`config.mk`:
```
export PLATFORM = sky130hd
export DESIGN_NAME = accum_core
export DESIGN_NICKNAME = d
export VERILOG_FILES = /design/src/rtl/accum_pkg.sv /design/src/rtl/accum_alu.sv /design/src/rtl/accum_refcnt.sv /design/src/rtl/accum_ctrl.sv /design/src/rtl/accum_core.sv
export SDC_FILE = /design/constraint.sdc
export NUM_CORES = 1
export LEC_CHECK = 0
export ABC_AREA = 1
export BUFFER_PORTS_ARGS = -buffer_cell sky130_fd_sc_hd__buf_2
export CORE_UTILIZATION = 47
export CTS_CLUSTER_SIZE = 10
export DETAILED_ROUTE_END_ITERATION = 8
export PLACE_DENSITY = 0.69
export SYNTH_ARGS = -nofsm -noshare
export SYNTH_HDL_FRONTEND = slang
export SYNTH_SLANG_ARGS = --single-unit
```
`constraint.sdc`:
```
create_clock -name clk -period 10.8 [get_ports clk]
set_clock_uncertainty 0.05 [all_clocks]
set_input_delay 2.16 -clock clk [delete_from_list [all_inputs] [get_ports clk]]
set_output_delay 2.16 -clock clk [all_outputs]
set_load 0.005 [all_outputs]
```
`src/rtl/accum_pkg.sv`:
```
package accum_pkg;

    localparam int OPC_W = 5;

    typedef enum logic [OPC_W-1:0] {
        OP_LOAD  = 5'd0,
        OP_STORE = 5'd1,
        OP_ADD   = 5'd2,
        OP_SUB   = 5'd3,
        OP_MUL   = 5'd4,
        OP_HALT  = 5'd31
    } opcode_e;

    typedef enum logic [1:0] {
        ST_FETCH = 2'd0,
        ST_EXEC  = 2'd1,
        ST_HALT  = 2'd2
    } state_e;

    typedef enum logic [1:0] {
        ALU_PASS = 2'd0,
        ALU_ADD  = 2'd1,
        ALU_SUB  = 2'd2,
        ALU_MUL  = 2'd3
    } alu_op_e;

endpackage

```
`src/rtl/accum_alu.sv`:
```
module accum_alu
    import accum_pkg::*;
#(
    parameter int DATA_W = 16
) (
    input  logic [DATA_W-1:0] acc_i,
    input  logic [DATA_W-1:0] opnd_i,
    input  alu_op_e           op_i,
    output logic [DATA_W-1:0] res_o
);

    // All results are truncated to DATA_W bits: natural modular wrap.
    always_comb begin
        unique case (op_i)
            ALU_PASS: res_o = opnd_i;
            ALU_ADD:  res_o = acc_i + opnd_i;
            ALU_SUB:  res_o = acc_i - opnd_i;
            ALU_MUL:  res_o = acc_i * opnd_i;
            default:  res_o = opnd_i;
        endcase
    end

endmodule

```
`src/rtl/accum_refcnt.sv`:
```
module accum_refcnt #(
    parameter int CNT_W = 16
) (
    input  logic             clk,
    input  logic             rst_n,
    input  logic             hit_i,
    output logic [CNT_W-1:0] count_o
);

    localparam logic [CNT_W-1:0] CNT_MAX = '1;

    always_ff @(posedge clk) begin
        if (!rst_n) begin
            count_o <= '0;
        end else if (hit_i && (count_o != CNT_MAX)) begin
            count_o <= count_o + 1'b1;
        end
    end

endmodule

```
`src/rtl/accum_ctrl.sv`:
```
module accum_ctrl
    import accum_pkg::*;
(
    input  logic             clk,
    input  logic             rst_n,
    input  logic [OPC_W-1:0] opc_i,
    output logic             imem_rd_o,
    output logic             dmem_rd_o,
    output logic             dmem_wr_o,
    output logic             pc_adv_o,
    output logic             wb_req_o,
    output alu_op_e          alu_sel_o,
    output logic             halted_o,
    output logic             illegal_o
);

    state_e state_q;
    state_e state_d;
    logic   bad_opc;

    // State register
    always_ff @(posedge clk) begin
        if (!rst_n) begin
            state_q <= ST_FETCH;
        end else begin
            state_q <= state_d;
        end
    end

    // Undefined opcode detection, used only in ST_EXEC
    always_comb begin
        unique case (opc_i)
            OP_LOAD, OP_STORE, OP_ADD, OP_SUB, OP_MUL, OP_HALT: bad_opc = 1'b0;
            default: bad_opc = 1'b1;
        endcase
    end

    // Transitions: fetch-to-exec, exec-to-fetch, exec-to-halt, halt-to-halt
    always_comb begin
        state_d = state_q;
        unique case (state_q)
            ST_FETCH: state_d = ST_EXEC;
            ST_EXEC: begin
                if (bad_opc || (opc_i == OP_HALT)) begin
                    state_d = ST_HALT;
                end else begin
                    state_d = ST_FETCH;
                end
            end
            ST_HALT: state_d = ST_HALT;
            default: state_d = ST_HALT;
        endcase
    end

    // Outputs per state
    always_comb begin
        imem_rd_o = 1'b0;
        dmem_rd_o = 1'b0;
        dmem_wr_o = 1'b0;
        pc_adv_o  = 1'b0;
        wb_req_o  = 1'b0;
        alu_sel_o = ALU_PASS;
        unique case (state_q)
            ST_FETCH: imem_rd_o = 1'b1;
            ST_EXEC: begin
                unique case (opc_i)
                    OP_LOAD: begin
                        dmem_rd_o = 1'b1;
                        wb_req_o  = 1'b1;
                        alu_sel_o = ALU_PASS;
                        pc_adv_o  = 1'b1;
                    end
                    OP_ADD: begin
                        dmem_rd_o = 1'b1;
                        wb_req_o  = 1'b1;
                        alu_sel_o = ALU_ADD;
                        pc_adv_o  = 1'b1;
                    end
                    OP_SUB: begin
                        dmem_rd_o = 1'b1;
                        wb_req_o  = 1'b1;
                        alu_sel_o = ALU_SUB;
                        pc_adv_o  = 1'b1;
                    end
                    OP_MUL: begin
                        dmem_rd_o = 1'b1;
                        wb_req_o  = 1'b1;
                        alu_sel_o = ALU_MUL;
                        pc_adv_o  = 1'b1;
                    end
                    OP_STORE: begin
                        dmem_wr_o = 1'b1;
                        pc_adv_o  = 1'b1;
                    end
                    default: begin
                    end
                endcase
            end
            ST_HALT: begin
            end
            default: begin
            end
        endcase
    end

    assign halted_o = (state_q == ST_HALT);

    // Sticky illegal-instruction flag
    always_ff @(posedge clk) begin
        if (!rst_n) begin
            illegal_o <= 1'b0;
        end else if ((state_q == ST_EXEC) && bad_opc) begin
            illegal_o <= 1'b1;
        end
    end

endmodule

```
`src/rtl/accum_core.sv`:
```
module accum_core
    import accum_pkg::*;
#(
    parameter int PC_W   = 8,
    parameter int ADDR_W = 15,
    parameter int DATA_W = 16,
    parameter int CNT_W  = 16
) (
    input  logic                    clk,
    input  logic                    rst_n,
    output logic [PC_W-1:0]         imem_addr,
    output logic                    imem_rd,
    input  logic [OPC_W+ADDR_W-1:0] imem_rdata,
    output logic [ADDR_W-1:0]       dmem_addr,
    output logic                    dmem_rd,
    output logic                    dmem_wr,
    output logic [DATA_W-1:0]       dmem_wdata,
    input  logic [DATA_W-1:0]       dmem_rdata,
    output logic [DATA_W-1:0]       acc_out,
    output logic [CNT_W-1:0]        ref_count,
    output logic                    halted,
    output logic                    illegal
);

    localparam int INSN_W = OPC_W + ADDR_W;

    logic [OPC_W-1:0]  opc;
    logic              pc_adv;
    logic              wb_req;
    alu_op_e           alu_sel;
    logic [PC_W-1:0]   pc_q;
    logic              wb_pend_q;
    alu_op_e           wb_op_q;
    logic [DATA_W-1:0] acc_q;
    logic [DATA_W-1:0] alu_res;

    // Instruction field split
    assign opc       = imem_rdata[INSN_W-1:ADDR_W];
    assign dmem_addr = imem_rdata[ADDR_W-1:0];

    accum_ctrl u_ctrl (
        .clk       (clk),
        .rst_n     (rst_n),
        .opc_i     (opc),
        .imem_rd_o (imem_rd),
        .dmem_rd_o (dmem_rd),
        .dmem_wr_o (dmem_wr),
        .pc_adv_o  (pc_adv),
        .wb_req_o  (wb_req),
        .alu_sel_o (alu_sel),
        .halted_o  (halted),
        .illegal_o (illegal)
    );

    // Program counter
    always_ff @(posedge clk) begin
        if (!rst_n) begin
            pc_q <= '0;
        end else if (pc_adv) begin
            pc_q <= pc_q + 1'b1;
        end
    end

    // Pending writeback: data returns the cycle after the read request
    always_ff @(posedge clk) begin
        if (!rst_n) begin
            wb_pend_q <= 1'b0;
            wb_op_q   <= ALU_PASS;
        end else begin
            wb_pend_q <= wb_req;
            wb_op_q   <= alu_sel;
        end
    end

    accum_alu #(.DATA_W(DATA_W)) u_alu (
        .acc_i  (acc_q),
        .opnd_i (dmem_rdata),
        .op_i   (wb_op_q),
        .res_o  (alu_res)
    );

    // Accumulator
    always_ff @(posedge clk) begin
        if (!rst_n) begin
            acc_q <= '0;
        end else if (wb_pend_q) begin
            acc_q <= alu_res;
        end
    end

    accum_refcnt #(.CNT_W(CNT_W)) u_refcnt (
        .clk     (clk),
        .rst_n   (rst_n),
        .hit_i   (dmem_rd | dmem_wr),
        .count_o (ref_count)
    );

    assign imem_addr  = pc_q;
    assign dmem_wdata = acc_q;
    assign acc_out    = acc_q;

endmodule

```
==> qor.yml, run 1 <==
ctsHoldBuffers: 0
syn_avg_cell_area_sq_um: 6.536
hold_end: "u_ctrl.state_q[0]"
synth_xor_area_frac: 0.01955
critPathCaptureType: "register"
fin_tns_setup_ps: 0
r2r_start: "acc_out[5]"
core-area_sq_um: 16640
cts.repair.resized: 0
finalPower_uw: 438.2
synth_compound_area_frac: 0.1067
rr_endpoint: "acc_out[15]"
worst_pin_slew_ps: 895.6
critPathTopFamily: "adder cells"
cp_slowest_cell: "fa_1"
num_antenna_cells: 0
numCtsBuffers: 5
ir_worst_vdd_mv: 0.08557
area_growth_pct: 5.616
worst-setup-path-type: "in2reg"
fin_nets: 1444
maxCapViolations: 0
outcome: "completed"
ctsRootBufferMaster: "clkbuf_16"
crit_start: "dmem_rdata[1]"
synth_cells: 1234
period_share: 0.6840
ant_nets: 0
synth_flop_cell: "dfxtp_1"
wl_per_cell_um: 14.68
yosysWarnings: 0
dieWidth_um: 133.0
async_flop_share: 0
synth_edf_count: 0
critPathMaxFanout: 19
cts_tree: "built"
crit_chain: "buf_2 > nand2_1 > fa_1 > fa_1 > fa_1 > fa_1 > inv_1 > fa_1 > inv_1 > fa_1 > inv_1 > ha_1 > inv_1 > nor4_1 > o21ai_0 > nand3_1 > nand3_1 > nand3_1 > nand3_1 > nand2_1 > a21oi_1"
fmaxAchievable_mhz: 135.4
hpwl_um: 16510
synth_cell_types: 45
worstHoldStart: "u_ctrl.state_q[1]"
synth-simple-area-share: 0.2524
placementRows: 47
synth_top_area_frac: 0.2011
synth.largest_area_cell: "fa_1"
rsz0062_at_grt: "false"
yosysSeqAreaShare: 0.1142
reg2reg_slack_ps: 4860
drt_first_iter_violations: 434
synth_area_sq_um: 8065
cts_setup_buffers: 0
worst-path-buf-inv: 5
synth_fa_ha_area_frac: 0.3112
overflow: 0
synthMuxAreaShare: 0
grt_pass1_wl_um: 35940
relSlewSlack: 0.4021
gp_congestion: 0.9311
reg2regPathDepth: 22
cts_buffer_depth: 2
setup_viol: 0
ioPinCount: 114
drive_gt1_frac: 0.08845
p_per_area_nw_per_um2: 51.44
power.leakage_nw: 4.943
synth_top_family_by_area: "adder cells"
utilization: 0.5118
hold_depth: 1
grt_pass1_vias: 7198
grt_use_met1: 0.3490
min_path_type: "reg2reg"
fin_crit_ps: 7388
htree_levels: 2
maxSlewViolCount: 0
cts_sinks: 46
grt.met3_usage: 0.03103
clkTransAtPathRegs_ps: 70
io_buffers: 83
wl_um: 21660
start_util: 0.4846
crit_required_ps: 10910
ys_ff_latch: 46
synthTopCellsByArea: "fa_1 (20%), nand2_1 (15%), inv_1 (14%), dfxtp_1 (11%), ha_1 (11%)"
start_kind: "primary input"
syn-num-nets: 1424
hold_viol: 0
die-area_sq_um: 17690
antenna_found_initial: 0
critPathMostFrequentCell: "fa_1"
drt-pass1-iter-count: 5
vias: 7492
die_h_um: 133.0
worstPathArrival_ps: 7490
routed_via_density: 5.079
met2_usage: 0.4279
drc_errors: 0
clk-insertion-delay-late_ps: 300
max_stage_delay_ps: 580
grt_max_degree: 28
grtUsageTotal: 0.2576
top_usage_layer: "met2"
## cell families (layout without fill, tap and decap cells)
group / Yosys count / after routing
AOI/OAI and AO/OA: 155 / 155
adders and majority gates: 152 / 152
DFF: 46 / 46
and+or+nand+nor: 479 / 479
xor gates and xnor gates: 18 / 18
buffers and inverters: 384 / 405
## cells in the mapped netlist, types with 2 or more instances
cell type  count
nand2_1      312
inv_1        308
a21oi_1       81
fa_1          81
ha_1          71
nand3_1       63
nor2_1        52
dfxtp_1       46
o21ai_0       45
clkbuf_1      33
buf_4         31
nor3_1        20
xor2_1        13
nand4_1        7
buf_2          6
o211ai_1       5
o21a_1         5
xnor2_1        5
nor2_4         4
nor4_1         4
a31oi_1        3
and3_1         3
nand3b_1       3
o31ai_1        3
or2_2          3
a21o_1         2
a221oi_1       2
buf_1          2
buf_6          2
clkinv_1       2
nor3_2         2
o221ai_1       2
## through the flow
stage,hold slack [ps],std cells,instance area (sq um),worst slack [ps]
floorplan,376.0,1234,8065,3533
global placement,403.1,1467,8369,3257
detailed placement,396.0,1467,8369,3145
CTS,418.0,1475,8518,3448
global route,452.3,1475,8518,3132
finish,420.2,1475,8518,3412
## area by class of cell
class	count	area, sq um
well taps	220	275.3
clock inverters	3	23.77
fillers	1722	8124
clock buffers	5	125.1
inverters	310	1164
repair buffers	87	445.4
multi-input cells	804	5564
flip-flops and latches	46	920.9
## layer usage
metal,vias to the layer above,part of all wire
li1,3741,-
met1,3474,0.45
met2,247,0.45
met3,30,0.075
met4,0,0.025
met5,-,0
## cell usage in the layout (no fill, tap or decap), drive strengths merged, types with 13 or more instances in the layout
master  synthesis  routed
nor2           57      57
dfxtp          46      46
a21oi          81      81
ha             71      71
nor3           22      22
buf            41      87
nand2         314     314
xor2           13      13
inv           308     309
o21ai          45      45
nand3          65      65
fa             81      81
## worst reg2reg max path: stages (launching register included)
cell and delay [ps]:
dfxtp_1 910, nand2_1 120, inv_1 100, fa_1 420
inv_1 90, fa_1 440, fa_1 500, fa_1 560
inv_1 60, fa_1 530, inv_1 60, fa_1 530
inv_1 40, ha_1 370, inv_1 60, nor4_1 290
o21ai_0 150, nand3_1 140, nand3_1 90, nand3_1 80
nand3_1 70, nand2_1 90, a21oi_1 60
## state kept, by name (all words and copies together) (netlist names)
signal	flops
u_refcnt.count_o	16
u_ctrl.illegal_o	1
wb_pend_q	1
u_ctrl.state_q	2
imem_addr	8
acc_out	16
wb_op_q	2
## worst max path at each step
stage                        to  slack [ps]  cells after the start
finish              acc_out[15]        3410                     21
CTS                 acc_out[15]        3450                     21
floorplan           acc_out[15]        3530                     22
detailed placement  acc_out[15]        3140                     21
global route        acc_out[15]        3130                     22
global placement    acc_out[15]        3260                     21
## where the power goes
part           total, mW  internal [mW]  leakage, nW  switching, mW
Clock              0.163         0.0868       0.0664         0.0760
Sequential         0.177          0.172        0.371        0.00479
Combinational     0.0982         0.0312         4.51         0.0670
Total              0.438          0.290         4.94          0.148
Note: power is estimated with default switching activity, not from simulation.
==> run 2, diff against run 1 <==
- PLACE_DENSITY: 0.69 -> 0.72
- clock period: 10.8 -> 6.17 ns (I/O delays scaled with it)
==> run 2 against run 1 <==
  * Utilization increased by 3.9 points
  * First-iteration DRC count up 3.9%
  * Power up 83%
  * Global-route usage is 1.1 points higher
  * Routed wire length grew 5.9%
  * Combinational power increased by 110%
  * Critical path type unchanged
  * Largest power group unchanged
==> qor.yml, run 2 (synthesized netlist as in run 1, its figures left out) <==
clk-insertion-delay-late_ps: 290
hpwl_um: 18480
ir_worst_vdd_mv: 0.1117
crit_required_ps: 6350
htree_levels: 2
top_usage_layer: "met2"
hold_depth: 1
hold_end: "u_ctrl.state_q[0]"
ctsHoldBuffers: 0
core-area_sq_um: 16640
critPathCaptureType: "register"
worstHoldStart: "u_ctrl.state_q[1]"
cts_buffer_depth: 2
final_cell_mix: "nand2_1 (311), inv_1 (304), fa_1 (81)"
overflow: 0
rr_endpoint: "acc_out[15]"
die-area_sq_um: 17690
worst-setup-path-type: "in2reg"
drive_gt1_frac: 0.1489
start_util: 0.4846
grt_pass1_vias: 7500
maxCapViolations: 0
wl_per_cell_um: 14.92
ctsRootBufferMaster: "clkbuf_16"
wl_um: 22930
met2_usage: 0.4325
relSlewSlack: 0.4787
nFillCells: 1617
ant_nets: 0
p_per_area_nw_per_um2: 87.31
worst_pin_slew_ps: 777.2
routed_via_density: 5.105
grtUsageTotal: 0.2690
antenna_found_initial: 1
grt_use_met1: 0.3565
fin_crit_ps: 6019
reg2regPathDepth: 22
placed_cells: 1528
clkTransAtPathRegs_ps: 70
gp_congestion: 0.9167
dieWidth_um: 133.0
rsz0062_at_grt: "true"
setup_viol: 0
placementRows: 47
grt_pass1_wl_um: 37450
start_kind: "primary input"
drc_errors: 0
period_share: 0.9756
worstPathArrival_ps: 6200
die_h_um: 133.0
fin_nets: 1505
outcome: "completed"
hold_viol: 0
reg2reg_slack_ps: 460
ioPinCount: 114
holdWs_ps: 425.1
cts_tree: "built"
grt.met3_usage: 0.04100
drt-pass1-iter-count: 5
grt_max_degree: 28
vias: 7847
maxSlewViolCount: 0
stdcell_count: 1537
area_growth_pct: 13.71
drt_first_iter_violations: 451
final_common_cell: "nand2_1"
r2r_start: "acc_out[5]"
numCtsBuffers: 5
cts_sinks: 46
io_buffers: 83
fmaxAchievable_mhz: 166.1
critPathMaxFanout: 5
power.leakage_nw: 5.251
min_path_type: "reg2reg"
run 2: cell types whose count changed in the layout (fill, tap and decap cells not counted), sizes merged:
cell,before,now
inv,309,308
clkinv,2,3
diode,0,1
clkbuf,5,9
buf,87,145
clkinvlp,2,1
run 2: area by class of cell:
type	count	area [sq um]	area share
multi-input cells	804	5728	0.6246
inverters	310	1164	0.1269
repair buffers	148	929.6	0.1014
flip-flops and latches	46	920.9	0.1004
well taps	220	275.3	0.03001
clock buffers	6	138.9	0.01514
clock inverters	2	12.51	0.001364
diodes	1	2.502	0.0002729
run 2: metrics by stage:
stage,setup slack [ps],power [mW],setup TNS [ps],utilization,area (sq um)
after floorplan,12.79,0.4446,0,-,8092
after global placement,-83.07,0.5066,-273.7,0.5323,8859
after detailed placement,-173.6,0.5098,-537.6,0.5323,8859
after CTS,126.5,0.7927,0,0.5414,9010
after global routing,-60.70,0.8401,-111.7,0.5509,9169
final,150.8,0.8007,0,0.5511,9171
run 2: metal layers:
layer	vias to the layer above	routed length, um
met2	296	10240
met1	3611	9887
met4	0	1146
met3	61	1652
li1	3879	-
met5	-	0
run 2: worst max path at each step:
stage,slack (ps),start,to
after global routing,-60,dmem_rdata[3],acc_out[12]
final,150,dmem_rdata[2],acc_out[15]
after CTS,130,dmem_rdata[1],acc_out[15]
after global placement,-80,dmem_rdata[1],acc_out[15]
after floorplan,10,dmem_rdata[4],acc_out[15]
after detailed placement,-170,dmem_rdata[1],acc_out[15]
run 2: worst max-delay path: stages:
cell      delay [ps]
clkbuf_4         150
buf_4            160
nand2_1           60
inv_1             60
fa_1             500
inv_1             50
fa_1             530
inv_1             60
fa_1             450
fa_1             490
inv_1             50
fa_1             480
fa_1             540
inv_2             50
ha_4             280
inv_2             50
nor4_4           280
nand3_1          100
nand3_1          130
inv_1             50
nand2_1           60
nand3_1           80
nand3_1          100
nand2_1           90
a21oi_2          110
run 2: timing repair:
item	CTS	global route
setup buffers	0	0
endpoints found under the setup margin	0	5
resized for setup	0	30
run 2: power breakdown:
part	switching, mW	internal, mW
registers	0.00736	0.302
logic	0.128	0.0780
clock network	0.124	0.161
total	0.260	0.541
